**config.mk**
```make
export PLATFORM = sky130hd
export DESIGN_NAME = endian_byte_store
export DESIGN_NICKNAME = d
export VERILOG_FILES = /design/src/rtl/ebs_pkg.sv /design/src/rtl/ebs_align_chk.sv /design/src/rtl/ebs_lane_steer.sv /design/src/rtl/ebs_byte_bank.sv /design/src/rtl/ebs_read_gather.sv /design/src/rtl/endian_byte_store.sv
export SDC_FILE = /design/constraint.sdc
export NUM_CORES = 1
export LEC_CHECK = 0
export BUFFER_PORTS_ARGS = -buffer_cell sky130_fd_sc_hd__buf_2
export CAP_MARGIN = 20
export CORE_MARGIN = 8
export CORE_UTILIZATION = 60
export DETAILED_ROUTE_END_ITERATION = 10
export PLACE_DENSITY = 0.79
export SLEW_MARGIN = 15
export SYNTH_ARGS = -nofsm -noshare
export SYNTH_HDL_FRONTEND = slang
export SYNTH_SLANG_ARGS = --single-unit
export TNS_END_PERCENT = 1
```
**constraint.sdc**
```tcl
create_clock -name clk -period 4 [get_ports clk]
set_input_delay 1 -clock clk [delete_from_list [all_inputs] [get_ports clk]]
set_output_delay 1 -clock clk [all_outputs]
set_load 0.005 [all_outputs]
```
**src/rtl/ebs_pkg.sv**
```systemverilog
package ebs_pkg;

  localparam int LANES  = 4;
  localparam int BYTE_W = 8;

  typedef enum logic [1:0] {
    SZ_BYTE = 2'b00,
    SZ_HALF = 2'b01,
    SZ_WORD = 2'b10,
    SZ_RSVD = 2'b11
  } ebs_size_e;

  // Routing of one byte lane: whether the access covers it, and which
  // byte of the right-aligned value it carries.
  typedef struct packed {
    logic       hit;
    logic [1:0] pos;
  } ebs_lane_t;

  function automatic ebs_lane_t lane_route(input logic [1:0] lane,
                                           input logic [1:0] off,
                                           input ebs_size_e  sz,
                                           input logic       big);
    ebs_lane_t  r;
    logic [2:0] span;
    logic [2:0] rel;
    case (sz)
      SZ_BYTE: span = 3'd1;
      SZ_HALF: span = 3'd2;
      SZ_WORD: span = 3'd4;
      default: span = 3'd0;
    endcase
    rel   = {1'b0, lane} - {1'b0, off};
    r.hit = (rel < span);
    r.pos = big ? 2'(span - 3'd1 - rel) : rel[1:0];
    return r;
  endfunction

endpackage

```
**src/rtl/ebs_align_chk.sv**
```systemverilog
module ebs_align_chk
  import ebs_pkg::*;
(
  input  logic [1:0] off,
  input  ebs_size_e  size,
  output logic       legal
);

  always_comb begin
    case (size)
      SZ_BYTE: legal = 1'b1;
      SZ_HALF: legal = ~off[0];
      SZ_WORD: legal = (off == 2'b00);
      default: legal = 1'b0;
    endcase
  end

endmodule

```
**src/rtl/ebs_lane_steer.sv**
```systemverilog
module ebs_lane_steer
  import ebs_pkg::*;
(
  input  logic [1:0]                   off,
  input  ebs_size_e                    size,
  input  logic                         big,
  input  logic [LANES*BYTE_W-1:0]      wdata,
  output logic [LANES-1:0]             lane_en,
  output logic [LANES-1:0][BYTE_W-1:0] lane_byte
);

  for (genvar g = 0; g < LANES; g++) begin : g_lane
    ebs_lane_t route;
    assign route        = lane_route(2'(g), off, size, big);
    assign lane_en[g]   = route.hit;
    assign lane_byte[g] = wdata[{route.pos, 3'b000} +: BYTE_W];
  end

endmodule

```
**src/rtl/ebs_byte_bank.sv**
```systemverilog
module ebs_byte_bank #(
  parameter int ROWS   = 16,
  parameter int ROW_W  = 4,
  parameter int DATA_W = 8
) (
  input  logic              clk,
  input  logic              rst_n,
  input  logic              wr_en,
  input  logic              rd_en,
  input  logic [ROW_W-1:0]  row,
  input  logic [DATA_W-1:0] din,
  output logic [DATA_W-1:0] dout
);

  logic [DATA_W-1:0] cells [ROWS];
  logic [DATA_W-1:0] dout_d;
  logic [DATA_W-1:0] dout_q;

  always_ff @(posedge clk) begin
    if (wr_en) begin
      cells[row] <= din;
    end
  end

  always_comb begin
    dout_d = dout_q;
    if (rd_en) begin
      dout_d = cells[row];
    end
  end

  always_ff @(posedge clk or negedge rst_n) begin
    if (!rst_n) begin
      dout_q <= '0;
    end else begin
      dout_q <= dout_d;
    end
  end

  assign dout = dout_q;

endmodule

```
**src/rtl/ebs_read_gather.sv**
```systemverilog
module ebs_read_gather
  import ebs_pkg::*;
(
  input  logic [LANES-1:0][BYTE_W-1:0] lane_byte,
  input  logic [1:0]                   off,
  input  ebs_size_e                    size,
  input  logic                         big,
  output logic [LANES*BYTE_W-1:0]      value
);

  ebs_lane_t route [LANES];

  for (genvar g = 0; g < LANES; g++) begin : g_route
    assign route[g] = lane_route(2'(g), off, size, big);
  end

  always_comb begin
    value = '0;
    for (int l = 0; l < LANES; l++) begin
      if (route[l].hit) begin
        value[{route[l].pos, 3'b000} +: BYTE_W] = lane_byte[l];
      end
    end
  end

endmodule

```
**src/rtl/endian_byte_store.sv**
```systemverilog
module endian_byte_store
  import ebs_pkg::*;
#(
  parameter int DEPTH_BYTES = 64,
  parameter int ADDR_W      = $clog2(DEPTH_BYTES)
) (
  input  logic              clk,
  input  logic              rst_n,
  input  logic              req_valid,
  input  logic              req_we,
  input  logic [ADDR_W-1:0] req_addr,
  input  logic [1:0]        req_size,
  input  logic              big_endian,
  input  logic [31:0]       wdata,
  output logic [31:0]       rdata,
  output logic              rvalid,
  output logic              err
);

  localparam int ROWS   = DEPTH_BYTES / LANES;
  localparam int ROW_W  = ADDR_W - 2;
  localparam int WORD_W = LANES * BYTE_W;

  // reset release synchronizer
  logic [1:0] rs_q;
  logic       rst_int_n;

  always_ff @(posedge clk or negedge rst_n) begin
    if (!rst_n) begin
      rs_q <= 2'b00;
    end else begin
      rs_q <= {rs_q[0], 1'b1};
    end
  end
  assign rst_int_n = rs_q[1];

  // request decode
  ebs_size_e         size_e;
  logic [1:0]        off;
  logic [ROW_W-1:0]  row;
  logic              legal;
  logic              wr_go;
  logic              rd_go;

  assign size_e = ebs_size_e'(req_size);
  assign off    = req_addr[1:0];
  assign row    = req_addr[ADDR_W-1:2];

  ebs_align_chk u_align (
    .off   (off),
    .size  (size_e),
    .legal (legal)
  );

  assign wr_go = req_valid &  req_we & legal;
  assign rd_go = req_valid & ~req_we & legal;

  // write steering and byte banks
  logic [LANES-1:0]             lane_en;
  logic [LANES-1:0][BYTE_W-1:0] lane_wbyte;
  logic [LANES-1:0][BYTE_W-1:0] lane_rbyte;

  ebs_lane_steer u_steer (
    .off       (off),
    .size      (size_e),
    .big       (big_endian),
    .wdata     (wdata),
    .lane_en   (lane_en),
    .lane_byte (lane_wbyte)
  );

  for (genvar g = 0; g < LANES; g++) begin : g_bank
    ebs_byte_bank #(
      .ROWS   (ROWS),
      .ROW_W  (ROW_W),
      .DATA_W (BYTE_W)
    ) u_bank (
      .clk   (clk),
      .rst_n (rst_int_n),
      .wr_en (wr_go & lane_en[g]),
      .rd_en (rd_go),
      .row   (row),
      .din   (lane_wbyte[g]),
      .dout  (lane_rbyte[g])
    );
  end

  // read-side request state: next-state
  logic       rvalid_d, rvalid_q;
  logic       err_d,    err_q;
  logic [1:0] off_d,    off_q;
  ebs_size_e  size_d,   size_q;
  logic       big_d,    big_q;

  always_comb begin
    rvalid_d = rd_go;
    err_d    = req_valid & ~legal;
    off_d    = off_q;
    size_d   = size_q;
    big_d    = big_q;
    if (rd_go) begin
      off_d  = off;
      size_d = size_e;
      big_d  = big_endian;
    end
  end

  always_ff @(posedge clk or negedge rst_int_n) begin
    if (!rst_int_n) begin
      rvalid_q <= 1'b0;
      err_q    <= 1'b0;
      off_q    <= 2'b00;
      size_q   <= SZ_BYTE;
      big_q    <= 1'b0;
    end else begin
      rvalid_q <= rvalid_d;
      err_q    <= err_d;
      off_q    <= off_d;
      size_q   <= size_d;
      big_q    <= big_d;
    end
  end

  // read gathering
  logic [WORD_W-1:0] merged;

  ebs_read_gather u_gather (
    .lane_byte (lane_rbyte),
    .off       (off_q),
    .size      (size_q),
    .big       (big_q),
    .value     (merged)
  );

  assign rdata  = rvalid_q ? merged : '0;
  assign rvalid = rvalid_q;
  assign err    = err_q;

endmodule

```
==> flow_summary.toml, run 1 <==
[timing]
final.period_utilization_pct = 107
setup_slack_ns = -0.278
setup_violations = 32
fmax_mhz = 234
period_needed_ns = 4.28
worst_pin_slew_ns = 1.07
slew_headroom_pct = 28.4
hold_violations = 0
finClkSkew_ns = 0.0125
whs_ns = 0.179
drv_slew = 0
rsz0062_at_grt = "true"

[logic_synthesis]
synth-seq-cells = 553
netlist_area_mm2 = 0.0239
syn-num-nets = 1397
synth-async-reset-ratio_pct = 7.41
syn_area_per_cell_um2 = 18.2
ys_warn_count = 0
synth_edf_count = 512
synth.distinct_cells = 55
netlist_instances = 1313
synth_ff_type = "edfxtp_1"
ys_seq_area_share_pct = 68.7

[cts]
htree_levels = 2
cts_root_buf = "clkbuf_16"
cts_buffers = 52
clk_path_buf_depth = 3
clock_sink_count = 553
clkTransAtPathRegs_ns = 0.06
cts_tree = "yes"
clkLatencyLatePin_ns = 0.59

[finish]
final_area_mm2 = 0.0280
final_common_cell = "edfxtp_1"
mostFrequentLayoutCells = "edfxtp_1, buf_4, mux4_2, mux2i_1, buf_2"
drive_gt1_share_pct = 34.1
final_util_pct = 71.0
area_growth_syn_to_layout_pct = 17.3
final_cells = 2090
nets = 1607

[route]
ant_nets = 0
drt_pass1_iterations = 6
wl_um = 59100
post_drt_wl_per_cell_um = 28.3
via_count = 13800
avgViaCountPerCell = 6.58
drtIter0Drc = 1484
drc = 0

[floorplan]
initial_core_util_pct = 60.5
core.rowCount = 73
pin_count = 79
die_h_um = 215
die_x_um = 215
coreArea_mm2 = 0.0395
dieArea_mm2 = 0.0464

[critical_path]
r2r_end = "g_bank[0].u_bank.dout[3]$_DFFE_PN0P_"
r2r_start = "g_bank[0].u_bank.cells[13][3]$_DFFE_PP_"
critPathKind = "reg2out"
worstPathMaxFanout = 8
ff2ff_setup_slack_ns = 2.18
cp.required_ns = 3.00
cpMaxStageDelayCell = "dfrtp_2"
cp-end-kind = "primary output"
cp_data_arrival_time_ns = 3.28
cpMostUsedCell = "buf_4"
r2r_cells = 4
crit_chain = "buf_4 > nand2b_4 > ha_4 > a31oi_4 > buf_4 > a2111oi_4 > buf_6 > a221oi_1 > o32ai_1 > buf_2"
cpPeakStageDelay_ns = 0.51
cp-start-kind = "register"

[global_routing]
grt_max_degree = 57
grt_pass1_wl_um = 89200
grt-busiest-layer = "met2"
grt_overflow = 0
met3_usage_pct = 4.55
grt_pass1_vias = 14200
antenna_found_initial = 2
track_usage_pct = 25.4
grt_util_met1_pct = 35.0
met2_usage_pct = 40.1

[outcome]
violations = "negative setup slack"
status = "finished, violations left"

[pwr]
worst_ir_drop_vdd_v = 0.000424
power.density_mw_per_mm2 = 513
power_leakage_nw = 9.95

[placement]
portBuffers = 78
place_ws_ns = -0.101
place_hpwl_um = 39500
postPlaceCellArea_mm2 = 0.0257
place_congestion = 0.907
dpl.cell_count = 1973

[hold_path]
min_path_type = "in2async"

[flow_run]
maxCapViolCount = 0
-- cells in the mapped netlist, types with 2 or more instances --
cell / n / area, um^2
mux2_2: 3 / 33.8
nor2_1: 72 / 270
or3b_1: 2 / 17.5
nand2b_1: 9 / 56.3
xnor2_1: 8 / 70.1
nor3b_2: 2 / 25.0
mux2i_1: 130 / 1300
nand4_1: 2 / 12.5
inv_2: 2 / 7.51
nor3_1: 2 / 10.0
buf_2: 20 / 100
o21ai_0: 8 / 40.0
xor2_1: 2 / 17.5
o22ai_1: 32 / 200
ha_1: 39 / 488
o32ai_1: 32 / 280
a221oi_1: 32 / 280
o21bai_1: 2 / 15.0
or4_1: 2 / 15.0
a2111oi_4: 5 / 138
o21ai_1: 5 / 25.0
a21oi_1: 33 / 165
nand3_1: 10 / 50.1
edfxtp_1: 512 / 15400
buf_1: 11 / 41.3
nor2b_1: 14 / 87.6
nand2_1: 29 / 109
a21boi_1: 2 / 15.0
or3_1: 4 / 25.0
dfrtp_1: 41 / 1030
and2_1: 4 / 25.0
clkbuf_1: 43 / 161
a21o_1: 32 / 240
inv_1: 19 / 71.3
mux4_2: 128 / 2880
-- logic make-up (layout without fill, tap and decap cells) --
logic type,after synthesis,in the layout,synth area share (%)
other cells,1,2,0.0157
compound gates,192,192,6.29
flops,553,553,68.7
fa+ha+maj,39,39,2.04
buf+inv,98,349,1.69
simple gates,159,159,3.20
xor+xnor,10,10,0.367
mux,261,261,17.7
-- metrics by stage --
| step | TNS, ns | power [mW] |
|---|---|---|
| floorplan | 0 | 8.38 |
| global route | -8.45 | 14.8 |
| global placement | 0 | 9.15 |
| detailed placement | -4.16 | 9.19 |
| CTS | -4.84 | 14.2 |
| finish | -4.88 | 14.4 |
-- power breakdown --
group / switching, mW / internal [mW]
sequential: 0.155 / 6.64
combinational: 1.66 / 1.12
clock: 2.03 / 2.77
total: 3.84 / 10.5
-- worst max-delay path: cells and delay by family (launching register included) --
kind / cells / cell delay, ns
AOI/OAI and AO/OA: 4 / 0.98
adders and majority gates: 1 / 0.29
buffers and inverters: 4 / 0.74
DFF: 1 / 0.51
and+or+nand+nor: 1 / 0.16
-- worst max-delay path by stage --
stage | from | end | slack, ns | cells past startpoint
5_1_grt | size_q[0]$_DFFE_PN0P_ | rdata[23] | -0.35 | 11
3_5_place_dp | req_size[0] | g_bank[3].u_bank.cells[12][0]$_DFFE_PP_ | -0.10 | 7
2_1_floorplan | size_q[0]$_DFFE_PN0P_ | rdata[23] | 0.37 | 10
6_report | size_q[0]$_DFFE_PN0P_ | rdata[23] | -0.28 | 10
3_3_place_gp | size_q[1]$_DFFE_PN0P_ | rdata[3] | 0.002 | 8
4_1_cts | size_q[1]$_DFFE_PN0P_ | rdata[4] | -0.19 | 10
-- cell type report --
cell class / count / area (um^2)
tap: 525 / 657
timing repair buffer: 232 / 1660
multi-input combinational: 662 / 7540
antenna: 1 / 2.50
clock buffer: 71 / 1430
sequential: 553 / 16400
inverter: 22 / 82.6
clock inverter: 24 / 228
fill: 2417 / 11500
-- registers in the layout, summed over array words and instances (netlist names) --
signal / count
rvalid: 1
err: 1
g_bank.u_bank.cells: 512
size_q: 2
rs_q: 2
g_bank.u_bank.dout: 32
off_q: 2
big_q: 1
-- timing repair --
| action | in CTS | in global routing |
|---|---|---|
| buffers inserted | 12 | 9 |
| resized for setup | 64 | 28 |
| pin swaps | 27 | 13 |
| hold buffers | 0 | 0 |
| endpoints found under the setup margin | 32 | 32 |
-- per-layer routing --
| layer | vias up | wire length (um) |
|---|---|---|
| li1 | 5803 | - |
| met1 | 7027 | 23300 |
| met2 | 774 | 27900 |
| met3 | 158 | 5360 |
| met4 | 0 | 2450 |
| met5 | - | 0 |
Note: power is estimated with default switching activity, not from simulation.
==> inputs of run 2 (changes only) <==
--- a/config.mk
+++ b/config.mk
@@ -10,6 +10,7 @@
 export CORE_MARGIN = 8
 export CORE_UTILIZATION = 60
 export DETAILED_ROUTE_END_ITERATION = 10
+export MAX_ROUTING_LAYER = met4
 export PLACE_DENSITY = 0.79
 export SLEW_MARGIN = 15
 export SYNTH_ARGS = -nofsm -noshare
==> constraint.sdc (replaced) <==
create_clock -name clk -period 4.87 [get_ports clk]
set_input_delay 1.2175 -clock clk [delete_from_list [all_inputs] [get_ports clk]]
set_output_delay 1.2175 -clock clk [all_outputs]
set_load 0.005 [all_outputs]
==> flow_summary.toml, run 2 (synthesized netlist as in run 1, its figures left out) <==
[placement]
place_congestion = 0.955
place_hpwl_um = 39300
dpl.cell_count = 1930
portBuffers = 78

[floorplan]
pin_count = 79
die_x_um = 215
initial_core_util_pct = 60.5
die_h_um = 215
coreArea_mm2 = 0.0395
dieArea_mm2 = 0.0464
core.rowCount = 73

[cts]
clock_sink_count = 553
clk_path_buf_depth = 3
cts_tree = "yes"
htree_levels = 2
cts_root_buf = "clkbuf_16"
cts_buffers = 51
clkLatencyLatePin_ns = 0.58
clkTransAtPathRegs_ns = 0.06

[finish]
mostFrequentLayoutCells = "edfxtp_1, mux4_2, mux2i_1, buf_4, buf_2"
nFillCells = 2446
ff_latch_area_mm2 = 0.0164
multi_input_area_mm2 = 0.00718
area_growth_syn_to_layout_pct = 13.8
largest_reg_flops = 512
final_cells = 2028
top_register = "g_bank.u_bank.cells"
final_util_pct = 68.8
nets = 1548
antenna_cells = 0
final_common_cell = "edfxtp_1"
drive_gt1_share_pct = 27.8

[global_routing]
grt_pass1_wl_um = 88300
grt_pass1_vias = 13800
antenna_found_initial = 0
grt_max_degree = 65
grt_overflow = 0
track_usage_pct = 26.0

[critical_path]
cp-end-kind = "primary output"
worstPathMaxFanout = 8
cp_data_arrival_time_ns = 3.56
cp.required_ns = 3.65
cp-start-kind = "register"
critPathKind = "reg2out"

[route]
drt_pass1_iterations = 6
avgViaCountPerCell = 6.75
drtIter0Drc = 1624
via_count = 13700
wl_um = 58800
ant_nets = 0
post_drt_wl_per_cell_um = 29.0
drc = 0

[timing]
hold_violations = 0
finClkSkew_ns = 0.0112
worst_pin_slew_ns = 0.924
setup_violations = 0
final.period_utilization_pct = 98.1
drv_slew = 0
rsz0062_at_grt = "true"
period_needed_ns = 4.78
slew_headroom_pct = 38.2
fin_tns_setup_ns = 0
fmax_mhz = 209

[pwr]
worst_ir_drop_vdd_v = 0.000260
power.total_mw = 11.5
power_leakage_nw = 9.51
power.density_mw_per_mm2 = 424

[hold_path]
min_path_type = "reg2reg"

[outcome]
status = "finished clean"

[flow_run]
maxCapViolCount = 0
run 2: stage by stage:
step           instance area [um^2]  hold slack, ns  worst slack [ns]
2_1_floorplan                 23900           0.331              1.02
3_3_place_gp                  25300           0.343             0.514
3_5_place_dp                  25300           0.342             0.472
4_1_cts                       27000           0.363            0.0179
5_1_grt                       27100           0.376           -0.0633
6_report                      27100           0.356            0.0942
run 2: final timing paths:
kind	start	slack, ns	end	cells after the start
max	off_q[1]$_DFFE_PN0P_	0.09	rdata[26]	10
min	rs_q[0]$_DFF_PN0_	0.36	rs_q[1]$_DFF_PN0_	0
max reg2reg	g_bank[0].u_bank.cells[3][1]$_DFFE_PP_	3.20	g_bank[0].u_bank.dout[1]$_DFFE_PN0P_	4
min reg2reg	rs_q[0]$_DFF_PN0_	0.36	rs_q[1]$_DFF_PN0_	0
max in group asynchronous	rs_q[1]$_DFF_PN0_	3.85	off_q[1]$_DFFE_PN0P_	0
min in group asynchronous	rs_q[1]$_DFF_PN0_	0.39	g_bank[1].u_bank.dout[5]$_DFFE_PN0P_	0
run 2: per-layer routing:
layer,vias up,part of all wire (%),track usage [%]
met1,7000,40,36.5
met2,859,46,39.0
li1,5696,-,-
met5,-,0,-
met4,0,3.1,7.60
met3,133,10,5.06
run 2: timing repair:
action                                  in CTS  in global routing
gates resized for setup                      3                 12
buffers inserted                             2                  4
pin swaps                                    4                  5
endpoints found under the setup margin      24                 32
hold buffers                                 0                  0
run 2: worst max-delay path, stage by stage (launching register included):
cell and delay (ns):
dfrtp_2 0.45, inv_1 0.09, ha_1 0.40, inv_1 0.07, ha_1 0.19, or4_1 0.41
a21oi_2 0.33, and2_2 0.33, a221oi_1 0.07, o32ai_1 0.42, buf_2 0.20
run 2: layout make-up:
cell class              instances  area share (%)
clock buffers                  64            5.03
clock inverters                28            1.13
inverters                      22           0.304
multi-input cells             662            26.4
flip-flops and latches        553            60.4
well taps                     525            2.42
repair buffers                174            4.24
run 2: where the power goes:
group	internal [mW]	switching, mW	total, mW
logic	0.694	1.23	1.93
registers	5.46	0.118	5.57
clock network	2.31	1.70	4.01
total	8.46	3.05	11.5
==> inputs of run 3 (changes only) <==
--- a/config.mk
+++ b/config.mk
@@ -5,6 +5,7 @@
 export SDC_FILE = /design/constraint.sdc
 export NUM_CORES = 1
 export LEC_CHECK = 0
+export ABC_AREA = 1
 export BUFFER_PORTS_ARGS = -buffer_cell sky130_fd_sc_hd__buf_2
 export CAP_MARGIN = 20
 export CORE_MARGIN = 8
==> flow_summary.toml, run 3 <==
[timing]
hold_violations = 0
fin_tns_setup_ns = 0
drv_slew = 0
period_needed_ns = 4.68
finClkSkew_ns = 0.0307
fmax_mhz = 214
slew_headroom_pct = 29.4
worst_pin_slew_ns = 1.06
setup_violations = 0
whs_ns = 0.354
rsz0062_at_grt = "false"
final.period_utilization_pct = 96.1
setup_slack_ns = 0.191

[floorplan]
coreArea_mm2 = 0.0406
initial_core_util_pct = 60.2
pin_count = 79
die_h_um = 218
core.rowCount = 74
dieArea_mm2 = 0.0474
die_x_um = 218

[finish]
area_growth_syn_to_layout_pct = 11.6
top_register = "g_bank.u_bank.cells"
final_area_mm2 = 0.0273
nets = 2294
final_util_pct = 67.2
drive_gt1_share_pct = 12.7
largest_reg_flops = 512
final_common_cell = "nand2_1"
mostFrequentLayoutCells = "nand2_1, edfxtp_1, a22oi_1, nor2_1, a21oi_1"

[cts]
clock_sink_count = 553
cts_root_buf = "clkbuf_16"
clkLatencyLatePin_ns = 0.62
htree_levels = 2
clk_path_buf_depth = 3
cts_tree = "yes"
clkTransAtPathRegs_ns = 0.06
postCtsSetupBuffers = 0
cts_buffers = 53

[pwr]
p_clk_share_pct = 32.5
power_switching_share_pct = 30.7
power.density_mw_per_mm2 = 433
worst_ir_drop_vdd_v = 0.000354
comb_power_share_pct = 20.5
p_int_mw = 8.18
power_leakage_nw = 9.91
power_frac_seq_pct = 47.0
power.switching_mw = 3.63

[global_routing]
antenna_found_initial = 2
track_usage_pct = 29.3
grt_pass1_wl_um = 103000
grt_pass1_vias = 17300
grt_max_degree = 107
grt_overflow = 0

[route]
wl_um = 68100
via_count = 17600
post_drt_wl_per_cell_um = 24.4
met1_length_um = 25700
avgViaCountPerCell = 6.32
drt_pass1_iterations = 8
drc = 0
route.met2.wl_um = 32600
ant_nets = 0
wl_met3_um = 7000
drtIter0Drc = 2382
highest_layer = "met4"

[critical_path]
cp.required_ns = 3.65
cp_data_arrival_time_ns = 3.46
cp-end-kind = "primary output"
r2r_end = "g_bank[1].u_bank.dout[0]$_DFFE_PN0P_"
critPathKind = "reg2out"
worstPathMaxFanout = 20
r2r_cells = 6
ff2ff_setup_slack_ns = 3.42
r2r_start = "g_bank[1].u_bank.cells[7][0]$_DFFE_PP_"
cp-start-kind = "register"

[hold_path]
hp-start = "rs_q[0]$_DFF_PN0_"
min_path_type = "reg2reg"
hold_depth = 0
hold_end = "rs_q[1]$_DFF_PN0_"

[logic_synthesis]
synth-seq-cells = 553
netlist_area_mm2 = 0.0244
netlist_instances = 2107
yosysMostFrequentCell = "nand2_1"
synth.distinct_cells = 39
syn-num-nets = 2191
synth.area.top_cells = "edfxtp_1, nand2_1, a22oi_1, dfrtp_1, nor2_1"
synth_edf_count = 512
synth_commonest_cells = "nand2_1, edfxtp_1, a22oi_1"
ys_seq_area_share_pct = 67.1
syn_area_per_cell_um2 = 11.6
synth_ff_type = "edfxtp_1"
ys_warn_count = 0
yosysTopAreaCell = "edfxtp_1"
synth-async-reset-ratio_pct = 7.41
netlist.area_leader.share_pct = 62.9

[flow_run]
maxCapViolCount = 0

[outcome]
status = "finished clean"

[placement]
portBuffers = 78
postPlaceCellArea_mm2 = 0.0256
place_congestion = 0.963
place_ws_ns = 0.695
place_hpwl_um = 45700
-- run 3: metrics by stage --
| stage | cells | power, mW |
|---|---|---|
| global route | 2787 | 12.2 |
| CTS | 2784 | 11.7 |
| detailed placement | 2685 | 7.96 |
| global placement | 2685 | 7.94 |
| finish | 2787 | 11.8 |
| floorplan | 2107 | 7.15 |
-- run 3: how the worst max path moves through the flow --
stage	startpoint	endpoint
floorplan	off_q[1]$_DFFE_PN0P_	rdata[23]
global route	size_q[1]$_DFFE_PN0P_	rdata[9]
global placement	off_q[1]$_DFFE_PN0P_	rdata[27]
detailed placement	off_q[1]$_DFFE_PN0P_	rdata[27]
finish	big_q$_DFFE_PN0P_	rdata[27]
CTS	off_q[1]$_DFFE_PN0P_	rdata[27]
-- run 3: cell type report --
| class | count | area [um^2] |
|---|---|---|
| Fill cell | 2922 | 13300 |
| Sequential cell | 553 | 16400 |
| Antenna cell | 1 | 2.50 |
| Clock buffer | 68 | 1390 |
| Timing Repair Buffer | 158 | 1010 |
| Clock inverter | 31 | 224 |
| Inverter | 97 | 367 |
| Tap cell | 532 | 666 |
| Multi-Input combinational cell | 1347 | 7200 |
-- run 3: cell families after synthesis --
logic type / share of synthesized area (%)
xor+xnor: 0.143
other cells: 0.0153
simple gates: 15.2
fa+ha+maj: 2.00
buf+inv: 3.63
compound gates: 11.2
mux: 0.655
flops: 67.1
-- run 3: timing repair --
item | in CTS | in global routing
endpoints found under the setup margin | 0 | 23
gates resized for setup | 0 | 8
hold buffers | 0 | 0
endpoints found under the hold margin | 0 | 0
-- run 3: critical path: stages, from the launching register on --
cell and delay, ns:
dfrtp_1 0.44, o21ai_1 0.09, nand2_1 0.11, buf_4 0.30, nand2_1 0.24, ha_2 0.52
inv_1 0.10, nor2_2 0.30, nand3_1 0.12, nand3_1 0.16, nand2_1 0.08, a21oi_1 0.21
buf_2 0.18
-- run 3: power by group through the flow --
stage               Sequential [mW]  Clock, mW  Combinational (mW)
floorplan                      5.60          0                1.55
global placement               5.65          0                2.30
detailed placement             5.65          0                2.32
CTS                            5.55       3.87                2.33
global route                   5.56       4.04                2.62
finish                         5.55       3.84                2.42
-- run 3: routing by layer --
| layer | track usage (%) | vias to the layer above |
|---|---|---|
| met5 | - | - |
| met4 | 11.1 | 0 |
| li1 | - | 7817 |
| met2 | 46.1 | 1096 |
| met1 | 38.2 | 8510 |
| met3 | 4.85 | 179 |
